[config.mk]
export PLATFORM = sky130hd
export DESIGN_NAME = dual_ring_station
export DESIGN_NICKNAME = d
export VERILOG_FILES = /design/src/rtl/drs_pkg.sv /design/src/rtl/drs_lane.sv /design/src/rtl/drs_fault_latch.sv /design/src/rtl/drs_wrap_mux.sv /design/src/rtl/dual_ring_station.sv
export SDC_FILE = /design/constraint.sdc
export NUM_CORES = 1
export LEC_CHECK = 0
export BUFFER_PORTS_ARGS = -buffer_cell sky130_fd_sc_hd__buf_2
export CAP_MARGIN = 5
export CORE_ASPECT_RATIO = 1.75
export CORE_MARGIN = 10
export CORE_UTILIZATION = 43
export DETAILED_ROUTE_END_ITERATION = 8
export HOLD_SLACK_MARGIN = 0.15
export PLACE_DENSITY = 0.74
export SYNTH_ARGS = -nofsm -noshare
export SYNTH_HDL_FRONTEND = slang
export SYNTH_SLANG_ARGS = --single-unit
[constraint.sdc]
create_clock -name clk_i -period 1.2 [get_ports clk_i]
set_input_delay 0.18 -clock clk_i [delete_from_list [all_inputs] [get_ports clk_i]]
set_output_delay 0.18 -clock clk_i [all_outputs]
set_load 0.1 [all_outputs]
[src/rtl/drs_pkg.sv]
package drs_pkg;
  localparam int unsigned BYTE_W = 8;

  typedef struct packed {
    logic              v;
    logic              sof;
    logic              eof;
    logic [BYTE_W-1:0] d;
  } beat_t;
endpackage

[src/rtl/drs_lane.sv]
module drs_lane
  import drs_pkg::*;
#(
  parameter int unsigned ID_W = 4
) (
  input  logic            clk_i,
  input  logic            rst_ni,
  input  logic [ID_W-1:0] id_i,
  input  beat_t           in_i,
  output beat_t           fwd_o,
  output beat_t           rx_o,
  output logic            busy_o
);
  beat_t s1_q, s2_q;
  logic  fwd_q, copy_q, in_frame_q;
  logic  hdr1;

  // byte 1 at input while byte 0 sits in stage 1
  assign hdr1 = in_i.v && s1_q.v && s1_q.sof;

  always_ff @(posedge clk_i or negedge rst_ni) begin
    if (!rst_ni) begin
      s1_q       <= '0;
      s2_q       <= '0;
      fwd_q      <= 1'b0;
      copy_q     <= 1'b0;
      in_frame_q <= 1'b0;
    end else begin
      s1_q <= in_i;
      s2_q <= s1_q;
      if (hdr1) begin
        fwd_q  <= (in_i.d[ID_W-1:0] != id_i);
        copy_q <= (s1_q.d[ID_W-1:0] == id_i);
      end
      if (in_i.v) begin
        if (in_i.eof)      in_frame_q <= 1'b0;
        else if (in_i.sof) in_frame_q <= 1'b1;
      end
    end
  end

  always_comb begin
    fwd_o     = s2_q;
    fwd_o.v   = s2_q.v & fwd_q;
    fwd_o.sof = s2_q.sof & s2_q.v & fwd_q;
    fwd_o.eof = s2_q.eof & s2_q.v & fwd_q;
    rx_o      = s2_q;
    rx_o.v    = s2_q.v & copy_q;
    rx_o.sof  = s2_q.sof & s2_q.v & copy_q;
    rx_o.eof  = s2_q.eof & s2_q.v & copy_q;
  end

  assign busy_o = in_i.v | s1_q.v | s2_q.v | in_frame_q;

  p_latency_r3: assert property (@(posedge clk_i) disable iff (!rst_ni)
    fwd_o.v |-> $past(in_i.v, 2));
  p_data_r3: assert property (@(posedge clk_i) disable iff (!rst_ni)
    fwd_o.v |-> (fwd_o.d == $past(in_i.d, 2)));
  p_copy_r2: assert property (@(posedge clk_i) disable iff (!rst_ni)
    rx_o.v |-> ($past(in_i.v, 2) && (rx_o.sof == $past(in_i.sof, 2))));
  p_strip_r4: assert property (@(posedge clk_i) disable iff (!rst_ni)
    (hdr1 && (in_i.d[ID_W-1:0] == id_i)) |=> !fwd_o.v);
endmodule

[src/rtl/drs_fault_latch.sv]
module drs_fault_latch #(
  parameter int unsigned N_RING = 2
) (
  input  logic              clk_i,
  input  logic              rst_ni,
  input  logic [N_RING-1:0] busy_i,
  input  logic              fail_l_i,
  input  logic              fail_r_i,
  output logic              wrap_l_o,
  output logic              wrap_r_o
);
  logic wrap_l_q, wrap_r_q;

  always_ff @(posedge clk_i or negedge rst_ni) begin
    if (!rst_ni) begin
      wrap_l_q <= 1'b0;
      wrap_r_q <= 1'b0;
    end else if (busy_i == '0) begin
      wrap_l_q <= fail_l_i;
      wrap_r_q <= fail_r_i;
    end
  end

  assign wrap_l_o = wrap_l_q;
  assign wrap_r_o = wrap_r_q;

  p_hold_r9: assert property (@(posedge clk_i) disable iff (!rst_ni)
    (busy_i != '0) |=> ($stable(wrap_l_q) && $stable(wrap_r_q)));
endmodule

[src/rtl/drs_wrap_mux.sv]
module drs_wrap_mux
  import drs_pkg::*;
(
  input  beat_t fwd_cw_i,
  input  beat_t fwd_ccw_i,
  input  logic  wrap_l_i,
  input  logic  wrap_r_i,
  output beat_t out_cw_o,
  output beat_t out_ccw_o
);
  // rightward port: folded ccw on left fault, silent on right-only fault
  always_comb begin
    if (wrap_l_i)      out_cw_o = fwd_ccw_i;
    else if (wrap_r_i) out_cw_o = '0;
    else               out_cw_o = fwd_cw_i;

    if (wrap_r_i)      out_ccw_o = fwd_cw_i;
    else if (wrap_l_i) out_ccw_o = '0;
    else               out_ccw_o = fwd_ccw_i;
  end
endmodule

[src/rtl/dual_ring_station.sv]
module dual_ring_station
  import drs_pkg::*;
#(
  parameter int unsigned ID_W = 4
) (
  input  logic              clk_i,
  input  logic              rst_ni,
  input  logic [ID_W-1:0]   station_id_i,
  input  logic              link_fail_left_i,
  input  logic              link_fail_right_i,
  input  logic [BYTE_W-1:0] cw_data_i,
  input  logic              cw_valid_i,
  input  logic              cw_sof_i,
  input  logic              cw_eof_i,
  input  logic [BYTE_W-1:0] ccw_data_i,
  input  logic              ccw_valid_i,
  input  logic              ccw_sof_i,
  input  logic              ccw_eof_i,
  output logic [BYTE_W-1:0] cw_data_o,
  output logic              cw_valid_o,
  output logic              cw_sof_o,
  output logic              cw_eof_o,
  output logic [BYTE_W-1:0] ccw_data_o,
  output logic              ccw_valid_o,
  output logic              ccw_sof_o,
  output logic              ccw_eof_o,
  output logic [BYTE_W-1:0] rx_cw_data_o,
  output logic              rx_cw_valid_o,
  output logic              rx_cw_sof_o,
  output logic              rx_cw_eof_o,
  output logic [BYTE_W-1:0] rx_ccw_data_o,
  output logic              rx_ccw_valid_o,
  output logic              rx_ccw_sof_o,
  output logic              rx_ccw_eof_o
);
  localparam int unsigned N_RING = 2;
  localparam int unsigned CW     = 0;
  localparam int unsigned CCW    = 1;

  beat_t             in_b  [N_RING];
  beat_t             fwd_b [N_RING];
  beat_t             rx_b  [N_RING];
  logic [N_RING-1:0] busy;
  beat_t             out_cw, out_ccw;
  logic              wrap_l, wrap_r;

  assign in_b[CW]  = '{v: cw_valid_i,  sof: cw_sof_i,  eof: cw_eof_i,  d: cw_data_i};
  assign in_b[CCW] = '{v: ccw_valid_i, sof: ccw_sof_i, eof: ccw_eof_i, d: ccw_data_i};

  for (genvar g = 0; g < N_RING; g++) begin : g_lane
    drs_lane #(.ID_W(ID_W)) u_lane (
      .clk_i  (clk_i),
      .rst_ni (rst_ni),
      .id_i   (station_id_i),
      .in_i   (in_b[g]),
      .fwd_o  (fwd_b[g]),
      .rx_o   (rx_b[g]),
      .busy_o (busy[g])
    );
  end

  drs_fault_latch #(.N_RING(N_RING)) u_flt (
    .clk_i    (clk_i),
    .rst_ni   (rst_ni),
    .busy_i   (busy),
    .fail_l_i (link_fail_left_i),
    .fail_r_i (link_fail_right_i),
    .wrap_l_o (wrap_l),
    .wrap_r_o (wrap_r)
  );

  drs_wrap_mux u_mux (
    .fwd_cw_i  (fwd_b[CW]),
    .fwd_ccw_i (fwd_b[CCW]),
    .wrap_l_i  (wrap_l),
    .wrap_r_i  (wrap_r),
    .out_cw_o  (out_cw),
    .out_ccw_o (out_ccw)
  );

  assign cw_data_o      = out_cw.d;
  assign cw_valid_o     = out_cw.v;
  assign cw_sof_o       = out_cw.sof;
  assign cw_eof_o       = out_cw.eof;
  assign ccw_data_o     = out_ccw.d;
  assign ccw_valid_o    = out_ccw.v;
  assign ccw_sof_o      = out_ccw.sof;
  assign ccw_eof_o      = out_ccw.eof;
  assign rx_cw_data_o   = rx_b[CW].d;
  assign rx_cw_valid_o  = rx_b[CW].v;
  assign rx_cw_sof_o    = rx_b[CW].sof;
  assign rx_cw_eof_o    = rx_b[CW].eof;
  assign rx_ccw_data_o  = rx_b[CCW].d;
  assign rx_ccw_valid_o = rx_b[CCW].v;
  assign rx_ccw_sof_o   = rx_b[CCW].sof;
  assign rx_ccw_eof_o   = rx_b[CCW].eof;

  p_wrap_left_r6: assert property (@(posedge clk_i) disable iff (!rst_ni)
    (wrap_l && cw_valid_o) |-> $past(ccw_valid_i, 2));
  p_wrap_right_r7: assert property (@(posedge clk_i) disable iff (!rst_ni)
    (wrap_r && ccw_valid_o) |-> $past(cw_valid_i, 2));
endmodule

==> metrics.txt <==
die height 109.6 um; vias in the first global route between 1500 and 2000; WL final 5878 um; IO buf count 73; core area 0.004444 sq mm; Synth area leaders dfrtp_1 66%, a22o_1 8.9%, buf_4 6.1%, xnor2_1 3.5%, xor2_1 3.5%; cell family with most CP delay flip-flops; CP dominant cell by count buf_12; Syn Inst Count 143; Startpoint Class flip-flop; Slew @ Worst Pin 0.2880 ns; n_diodes 0; Leakage 1.643 nW; crit path time final 1.633 ns; die area 0.007809 sq mm; Post-Syn Area 0.001974 sq mm; largest area contributor in the netlist dfrtp_1; post-layout power 0.005971 W; Die W 71.22 um; run status finished, violations left; CP max FO 16; max incr delay on CP 0.45 ns; final-report setup violation count 30; CTS tree yes; Area Growth Syn to Fin 83.33%; final core utilization 0.8145; nets 267; placement row count 32; Post-Layout Cell Count 289; drt pass-1 iters 4; slowest stage cell on the critical path dfrtp_2; Power Dens Cells about 1600 mW/mm^2; H-Tree Depth 2; share of cells above drive strength 1 0.5546; first-pass GRT wire length between 9000 and 10000 um; PnR worst setup slack -0.4330 ns; WS Path Type flip-flop to primary output; worst path cell trace nor2_4, buf_12, a22o_2, buf_12; RSZ-0062 raised after global routing true; 1st-iter DRT viols 39; total CTS buffers 5; Bufs and invs on worst path 2; # IOs 74; Setup crit end kind primary output; Clock Skew 0.01099 ns; top cell type's share of synthesized area 0.6591; Syn Area/Cell 13.81 sq um; worst slack at placement -0.1500 ns; post-synthesis cell type count 20; GR Util All Layers 0.1545; commonest non-fill, non-tap cell in the layout dfrtp_1; Syn Nets between 150 and 200; worst-skew pair later-pin latency 0.30 ns; Peak VDD IR 1.563 mV; Max-cap violations 0; via count ~1500; maximum buffer depth of the clock tree 2; cell total after placement 255; Routed Antenna Nets 0; Hold WC Path Type input pin to flip-flop; Worst Path Arrival roughly 1.5 ns; CTS Sinks 52; period utilization 1.361; failing checks setup timing; CTS root buf clkbuf_8; largest net degree at the start of global routing 53; placed cell area 0.003159 sq mm; Final Instance Area around 0.0036 sq mm; Initial Utilization 0.4443; Ys Warns 0; routability cong. ~0.75; Final Max Tran Viols 0; detailed-route vias per instance 5.114; post-synthesis sequential area ratio 0.6591; Reg clk slew, reported paths 0.09 ns; f_max 612.4 MHz; Post-DP HPWL 4322 um; Avg WL per Cell roughly 20 um; antenna violations before repair 0; max_slew headroom 0.8063; GRT overflow 0; CP Data Required Time between 1 and 1.5 ns; Synth Register Bits 52; drc violations 0; most frequent cells in the layout 47 x dfrtp_1, 46 x buf_12, 28 x buf_2; Final Hold Vio Count 0
==> worst paths after layout <==
check	slack [ns]	from	endpoint	cells past startpoint
max	-0.43	u_flt.wrap_r_o	cw_data_o[2]	4
min	0.21	ccw_valid_i	g_lane[1].u_lane.in_frame_q	3
max reg2reg	-0.23	g_lane[1].u_lane.s2_q[10]	u_flt.wrap_r_o	4
min reg2reg	0.35	g_lane[0].u_lane.s1_q[4]	g_lane[0].u_lane.fwd_o[4]	0
max in group asynchronous	0.56	rst_ni	u_flt.wrap_r_o	3
min in group asynchronous	0.39	rst_ni	g_lane[1].u_lane.s2_q[8]	3
==> power breakdown <==
part | switching (W) | internal (W)
Sequential | 0.000127 | 0.00186
Combinational | 0.00168 | 0.00106
Clock | 0.000564 | 0.000682
==> worst min-delay path, stage by stage <==
cell     delay (ns)
buf_2          0.13
a21oi_1        0.13
a21oi_1        0.05
==> cell type report <==
cell class / instances / area [sq um]
repair buffers: 106 / 1379
clock inverters: 2 / 38.79
clock buffers: 6 / 82.58
multi-input cells: 72 / 748.2
well taps: 51 / 63.81
flip-flops and latches: 52 / 1308
fillers: 223 / 824.5
==> flip-flops by register name, indices dropped and copies added, names as in the netlist <==
name,cells
g_lane.u_lane.s2_q,6
g_lane.u_lane.fwd_q,2
u_flt.wrap_r_o,1
g_lane.u_lane.in_frame_q,2
g_lane.u_lane.copy_q,2
g_lane.u_lane.s1_q,22
g_lane.u_lane.fwd_o,16
u_flt.wrap_l_o,1
==> layer usage <==
metal,up-vias,GRT usage,share of wire,routed length (um)
met5,-,0,0,0
met4,0,0.04167,0.013,74
met3,7,0.03791,0.041,239
met2,43,0.3070,0.60,3556
met1,752,0.1509,0.34,2008
li1,676,-,-,-
==> stage by stage <==
stage	hold slack [ns]	TNS, ns
6_report	0.2140	-10.38
5_1_grt	0.2298	-11.94
4_1_cts	0.2056	-10.41
3_5_place_dp	0.1867	-1.692
3_3_place_gp	0.1793	-1.030
2_1_floorplan	-0.1156	-1.448
==> synthesized netlist by cell type <==
cell type,number
xnor2_1,8
and2_2,1
and2_1,1
a21oi_1,4
nand2_1,5
and3_2,4
or2_1,2
nor2_2,1
dfrtp_1,52
nand3_1,2
and3_1,4
nand4_1,2
o21ai_0,4
buf_2,3
buf_4,16
a22o_1,20
mux2_1,2
nor4_2,1
nor4_1,3
xor2_1,8
==> kinds of logic after synthesis <==
family / share of synthesized area
AND/OR/NAND/NOR: 0.08112
buffers and inverters: 0.06844
multiplexers: 0.01141
XOR/XNOR: 0.07098
AO/OA/AOI/OAI: 0.1090
flip-flops: 0.6591
==> timing repair <==
action / 4_1_cts / 5_1_grt
resized for setup: 13 / 13
endpoints found under the setup margin: 30 / 33
hold buffers: 25 / 0
hold endpoints to repair: 78 / 0
setup buffers: 2 / 2
pin swaps: 3 / 3
(Power assumes the default switching activity.)
